$ cat src/rtl/cell_guard_pkg.sv
package cell_guard_pkg;

  typedef enum logic [1:0] {
    FC_NONE      = 2'd0,
    FC_UNDERVOLT = 2'd1,
    FC_OVERCUR   = 2'd2
  } fault_code_e;

  typedef enum logic [1:0] {
    BY_IDLE = 2'd0,
    BY_FAST = 2'd1,
    BY_PERM = 2'd2
  } bypass_st_e;

  // unsigned compare, samples zero-extended to 32 bits by the caller
  function automatic logic is_below(input logic [31:0] smp, input logic [31:0] floor_v);
    return smp < floor_v;
  endfunction

  function automatic logic is_above(input logic [31:0] smp, input logic [31:0] lim);
    return smp > lim;
  endfunction

  // undervoltage wins when both trip together
  function automatic fault_code_e pick_code(input logic uv, input logic oc);
    if (uv) return FC_UNDERVOLT;
    if (oc) return FC_OVERCUR;
    return FC_NONE;
  endfunction

endpackage

$ cat src/rtl/oc_filter.sv
module oc_filter #(
  parameter int OC_CYCLES = 10
) (
  input  logic clk,
  input  logic rst_n,
  input  logic over,
  output logic trip
);
  localparam int CW = $clog2(OC_CYCLES + 1);
  localparam logic [CW-1:0] LIM = CW'(OC_CYCLES);

  logic [CW-1:0] run_q;

  always_ff @(posedge clk) begin
    if (!rst_n)            run_q <= '0;
    else if (!over)        run_q <= '0;
    else if (run_q != LIM) run_q <= run_q + 1'b1;
  end

  assign trip = over && (run_q == LIM);
endmodule

$ cat src/rtl/dead_band.sv
module dead_band #(
  parameter int DW = 4
) (
  input  logic          clk,
  input  logic          rst_n,
  input  logic          pwm,
  input  logic [DW-1:0] dead,
  output logic          hi_q,
  output logic          lo_q
);
  logic          cmd_q;
  logic [DW-1:0] wait_q;

  always_ff @(posedge clk) begin
    if (!rst_n) begin
      cmd_q  <= 1'b0;
      wait_q <= '0;
      hi_q   <= 1'b0;
      lo_q   <= 1'b0;
    end else if (pwm != cmd_q) begin
      cmd_q  <= pwm;
      wait_q <= dead;
      hi_q   <= 1'b0;
      lo_q   <= 1'b0;
    end else if (wait_q != '0) begin
      wait_q <= wait_q - 1'b1;
      hi_q   <= 1'b0;
      lo_q   <= 1'b0;
    end else begin
      hi_q   <= cmd_q;
      lo_q   <= ~cmd_q;
    end
  end
endmodule

$ cat src/rtl/bypass_seq.sv
module bypass_seq
  import cell_guard_pkg::*;
#(
  parameter int RW = 16
) (
  input  logic          clk,
  input  logic          rst_n,
  input  logic          trip,
  input  logic          release_i,
  input  logic [RW-1:0] hold_time,
  output logic          triac_en,
  output logic          relay_en
);
  bypass_st_e    st_q;
  logic [RW-1:0] tmr_q;

  always_ff @(posedge clk) begin
    if (!rst_n) begin
      st_q  <= BY_IDLE;
      tmr_q <= '0;
    end else if (release_i) begin
      st_q  <= BY_IDLE;
      tmr_q <= '0;
    end else begin
      case (st_q)
        BY_IDLE: if (trip) begin
          st_q  <= BY_FAST;
          tmr_q <= hold_time;
        end
        BY_FAST: begin
          if (tmr_q != '0) tmr_q <= tmr_q - 1'b1;
          else             st_q  <= BY_PERM;
        end
        default: st_q <= BY_PERM;
      endcase
    end
  end

  assign triac_en = (st_q != BY_IDLE) || trip;
  assign relay_en = (st_q == BY_PERM);
endmodule

$ cat src/rtl/cell_guard.sv
module cell_guard
  import cell_guard_pkg::*;
#(
  parameter int VW        = 12,
  parameter int IW        = 12,
  parameter int OC_CYCLES = 10,
  parameter int RW        = 16,
  parameter int DW        = 4
) (
  input  logic          clk,
  input  logic          rst_n,
  input  logic [VW-1:0] volt_smp,
  input  logic [VW-1:0] volt_floor,
  input  logic          uv_cmp,
  input  logic [IW-1:0] curr_smp,
  input  logic [IW-1:0] curr_limit,
  input  logic          oc_cmp,
  input  logic [RW-1:0] relay_time,
  input  logic [DW-1:0] dead_cycles,
  input  logic          pwm_in,
  input  logic          clear_req,
  output logic          gate_hi,
  output logic          gate_lo,
  output logic          triac_en,
  output logic          relay_en,
  output logic [1:0]    fault_code,
  output logic          fault_irq
);
  // named internal events, observed by the bound checker
  logic        uv_now;
  logic        oc_over;
  logic        oc_trip;
  logic        trip_evt;
  logic        fault_active;
  logic        clr_ok;
  logic        hi_raw;
  logic        lo_raw;
  fault_code_e code_q;

  assign uv_now  = is_below(32'(volt_smp), 32'(volt_floor)) || uv_cmp;
  assign oc_over = is_above(32'(curr_smp), 32'(curr_limit)) || oc_cmp;

  oc_filter #(.OC_CYCLES(OC_CYCLES)) u_ocf (
    .clk  (clk),
    .rst_n(rst_n),
    .over (oc_over),
    .trip (oc_trip)
  );

  assign trip_evt     = uv_now || oc_trip;
  assign fault_active = (code_q != FC_NONE);
  assign clr_ok       = clear_req && fault_active && !uv_now && !oc_over;

  always_ff @(posedge clk) begin
    if (!rst_n)                        code_q <= FC_NONE;
    else if (clr_ok)                   code_q <= FC_NONE;
    else if (!fault_active && trip_evt) code_q <= pick_code(uv_now, oc_trip);
  end

  dead_band #(.DW(DW)) u_db (
    .clk  (clk),
    .rst_n(rst_n),
    .pwm  (pwm_in),
    .dead (dead_cycles),
    .hi_q (hi_raw),
    .lo_q (lo_raw)
  );

  bypass_seq #(.RW(RW)) u_byp (
    .clk      (clk),
    .rst_n    (rst_n),
    .trip     (trip_evt),
    .release_i(clr_ok),
    .hold_time(relay_time),
    .triac_en (triac_en),
    .relay_en (relay_en)
  );

  // kill path is combinational: no register between a trip and the gates
  assign gate_hi    = hi_raw && !trip_evt && !fault_active;
  assign gate_lo    = lo_raw && !trip_evt && !fault_active;
  assign fault_code = code_q;
  assign fault_irq  = fault_active;
endmodule

$ cat config.mk
export PLATFORM = sky130hd
export DESIGN_NAME = cell_guard
export DESIGN_NICKNAME = d
export VERILOG_FILES = /design/src/rtl/cell_guard_pkg.sv /design/src/rtl/oc_filter.sv /design/src/rtl/dead_band.sv /design/src/rtl/bypass_seq.sv /design/src/rtl/cell_guard.sv
export SDC_FILE = /design/constraint.sdc
export NUM_CORES = 1
export LEC_CHECK = 0
export ABC_AREA = 1
export BUFFER_PORTS_ARGS = -buffer_cell sky130_fd_sc_hd__buf_2
export CAP_MARGIN = 5
export CORE_ASPECT_RATIO = 1.4
export CORE_MARGIN = 2
export CORE_UTILIZATION = 40
export DETAILED_ROUTE_END_ITERATION = 6
export GPL_TIMING_DRIVEN = 0
export PLACE_DENSITY = 0.66
export SETUP_SLACK_MARGIN = 0.3
export SYNTH_ARGS = -nofsm -noshare
export SYNTH_HDL_FRONTEND = slang
export SYNTH_SLANG_ARGS = --single-unit
$ cat constraint.sdc
create_clock -name clk -period 3 [get_ports clk]
set_input_delay 0.3 -clock clk [delete_from_list [all_inputs] [get_ports clk]]
set_output_delay 0.3 -clock clk [all_outputs]
set_load 0.05 [all_outputs]
==> results.sh <==
export IMPL_setup_viol=0
export IMPL_rr_endpoint="u_byp.tmr_q[3]"
export IMPL_slowest_stage="ha_1"
export IMPL_dp_cells=541
export IMPL_relSlewSlack=0.734
export IMPL_avgSynthCellArea_um2=6.46
export IMPL_num_nets_final=578
export IMPL_p_sw_mw=0.493
export IMPL_hold_violations=0
export IMPL_report_final_slew_viol_count=0
export IMPL_syn_cell_area_um2=2510
export IMPL_hold_path_class="in2reg"
export IMPL_yosysMostFrequentCell="nand2_1"
export IMPL_routedWlPerCell_um=10.7
export IMPL_clock_sinks=31
export IMPL_cap_viol_max_count=0
export IMPL_seqPwrFrac=0.358
export IMPL_clock_latency_ns=0.28
export IMPL_dieWidth_um=71.0
export IMPL_power_density_nw_per_um2=457
export IMPL_ant_nets=0
export IMPL_skew_ns=0.00590
export IMPL_internal_power_mw=0.934
export IMPL_finalCritPeriodShare=0.759
export IMPL_crit_path_max_fanout=10
export IMPL_design_die_area_um2=6940
export IMPL_status="complete, no violations"
export IMPL_ctsResizeCount=0
export IMPL_ys_ff_latch=31
export IMPL_postCtsSetupRepairBufs=0
export IMPL_core_um2=6130
export IMPL_met3_usage=0.0258
export IMPL_cts_buffers=5
export IMPL_grt_antenna_before_repair=0
export IMPL_synth_async_sr_flop_share=0
export IMPL_synth_top_cell_area_share=0.247
export IMPL_grt_pass1_vias=2509
export IMPL_endpoint="triac_en"
export IMPL_fp_dieH_um=97.8
export IMPL_gr_usage_met1=0.198
export IMPL_arrival_ns=1.98
export IMPL_io_pins=81
export IMPL_power_frac_clock=0.299
export IMPL_hold_buffers=0
export IMPL_vias_per_cell=4.82
export IMPL_final_cells=549
export IMPL_ir_drop_v=0.000239
export IMPL_gp_congestion=0.874
export IMPL_std_cell_rows=34
export IMPL_clock_root_buffer="clkbuf_8"
export IMPL_period_needed_ns=2.28
export IMPL_cts_buffer_depth=2
export IMPL_required_ns=2.70
export IMPL_synth_commonest_cells="nand2_1, inv_1, nor2_1"
export IMPL_finalSetupTns_ns=0
export IMPL_r2r_cells=9
export IMPL_met2_usage=0.339
export IMPL_drt_first_pass_iters=5
export IMPL_portBuffers=80
export IMPL_yosysWarnings=0
export IMPL_synthDistinctLibCells=35
export IMPL_fmax_mhz=439
export IMPL_drtIter0Drc=35
export IMPL_drc=0
export IMPL_crit_family="simple AND/OR/NAND/NOR gates"
export IMPL_p_sw_frac=0.345
export IMPL_area_delta_synth_final_pct=24.2
export IMPL_grt_max_degree=11
export IMPL_start_util=0.410
export IMPL_cts_tree="yes"
export IMPL_power_total_mw=1.43
export IMPL_rsz0062_at_grt="no"
export IMPL_synth_edf_count=0
export IMPL_critPathCaptureType="output pin"
export IMPL_dp_slack_ns=0.706
export IMPL_synthFlopType="dfxtp_1"
export IMPL_cts_clk_slew_worst_paths_ns=0.07
export IMPL_crit_start="curr_limit[11]"
export IMPL_path_cells="buf_2 -> inv_1 -> ha_1 -> nand2_1 -> inv_1 -> nand2_2 -> nor2_2 -> nand2_1 -> nand3_1 -> nand2_1 -> nand2_2 -> nand2_2 -> nand3_4 -> buf_4 -> buf_2"
export IMPL_crit_path_start_kind="primary input"
export IMPL_crit_buf_inv=5
export IMPL_synth_nets=491
export IMPL_drive_gt1_frac=0.229
export IMPL_p_comb_frac=0.343
export IMPL_insertedDiodeCount=0
export IMPL_leakage_nw=1.75
export IMPL_gr_usage_all_layers=0.178
export IMPL_synth_seq_area_share=0.247
export IMPL_cp_num_cells=15
export IMPL_synth_area_leaders="dfxtp_1, ha_1, nand2_1"
export IMPL_cts_max_level=2
export IMPL_grt_busiest_layer="met2"
export IMPL_reg2reg_from="u_byp.tmr_q[0]"
export IMPL_grt_overflow_total=0
export IMPL_hpwl_um=4800
export IMPL_finalWirelength_um=5880
export IMPL_vias=2646
export IMPL_critPathMaxStageDelay_ns=0.28
export IMPL_critical_path_class="in2out"
export IMPL_grt_pass1_wl_um=10300
export IMPL_yosysTopAreaCell="dfxtp_1"
export IMPL_whs_path_depth=2
export IMPL_fin_ws_ns=0.722
export IMPL_netlist_instances=389
export IMPL_r2r_slack_ns=1.11
export IMPL_worst_slew_pin_slew_ns=0.399
metal layers:
layer | up-vias | wire length (um)
met5 | - | 0
met4 | 0 | 123
met3 | 11 | 288
met2 | 70 | 3030
met1 | 1149 | 2440
li1 | 1416 | -
worst register-to-register path, stage by stage, from the launching register on:
cell,delay (ns)
dfxtp_1,0.40
inv_1,0.06
ha_1,0.24
nand2_1,0.16
nor2_2,0.09
a31oi_4,0.32
nand2_1,0.29
nand2_1,0.12
nand2_1,0.05
nor2_1,0.09
power groups by stage:
stage | Clock, mW | Sequential (mW) | Combinational (mW)
6_report | 0.427 | 0.511 | 0.489
5_1_grt | 0.453 | 0.519 | 0.576
4_1_cts | 0.440 | 0.511 | 0.493
3_5_place_dp | 0 | 0.520 | 0.491
3_3_place_gp | 0 | 0.519 | 0.481
2_1_floorplan | 0 | 0.512 | 0.361
flip-flops by register name, indices dropped and copies added (netlist names):
register,flops
u_byp.st_q,2
u_byp.tmr_q,16
u_db.hi_q,1
u_db.lo_q,1
u_db.cmd_q,1
fault_code,2
u_ocf.run_q,4
u_db.wait_q,4
cell type report:
type,count,area [um^2]
clock inverters,2,35.0
flip-flops and latches,31,621
plain buffers,6,41.3
well taps,72,90.1
repair buffers,80,400
clock buffers,6,82.6
multi-input cells,291,1620
fillers,644,3000
inverters,61,229
how the worst min path moves through the flow:
stage	from	end
detailed placement	u_byp.tmr_q[15]	u_byp.tmr_q[15]
finish	pwm_in	u_db.lo_q
CTS	pwm_in	u_db.lo_q
floorplan	pwm_in	u_db.lo_q
global placement	u_db.cmd_q	u_db.lo_q
global route	pwm_in	u_db.lo_q
layout by cell type (no fill, tap or decap), types with 2 or more instances in the layout:
cell type  Yosys  final
nor2_2         4      4
a21oi_1       29     29
buf_4          2      2
buf_2          3     83
nand2_1       87     87
xor2_1         7      7
nor3_1         4      4
nand3_1       23     23
nor2_1        58     58
inv_1         59     59
nand4_1        5      5
clkbuf_8       0      6
mux2i_1        4      4
o21ai_0       16     16
dfxtp_1       31     31
or2_2          3      3
nand3b_1       3      3
o21ai_1        2      2
ha_1          28     28
xnor2_1        2      2
nand2_2        4      4
logic make-up (layout without fill, tap and decap cells):
logic type	after synthesis	in the layout	synth area share
simple gates	195	195	0.334
fa+ha+maj	28	28	0.139
xor+xnor	9	9	0.0314
flops	31	31	0.247
mux	4	4	0.0159
compound gates	55	55	0.125
buf+inv	67	155	0.108
through the flow:
| stage | hold slack (ns) | instance area (um^2) | util |
|---|---|---|---|
| 6_report | 0.223 | 3120 | 0.510 |
| 5_1_grt | 0.231 | 3120 | 0.510 |
| 4_1_cts | 0.214 | 3120 | 0.510 |
| 3_5_place_dp | 0.475 | 3000 | 0.490 |
| 3_3_place_gp | 0.453 | 3000 | 0.490 |
| 2_1_floorplan | 0.379 | 2510 | - |
Note: power is estimated with default switching activity, not from simulation.
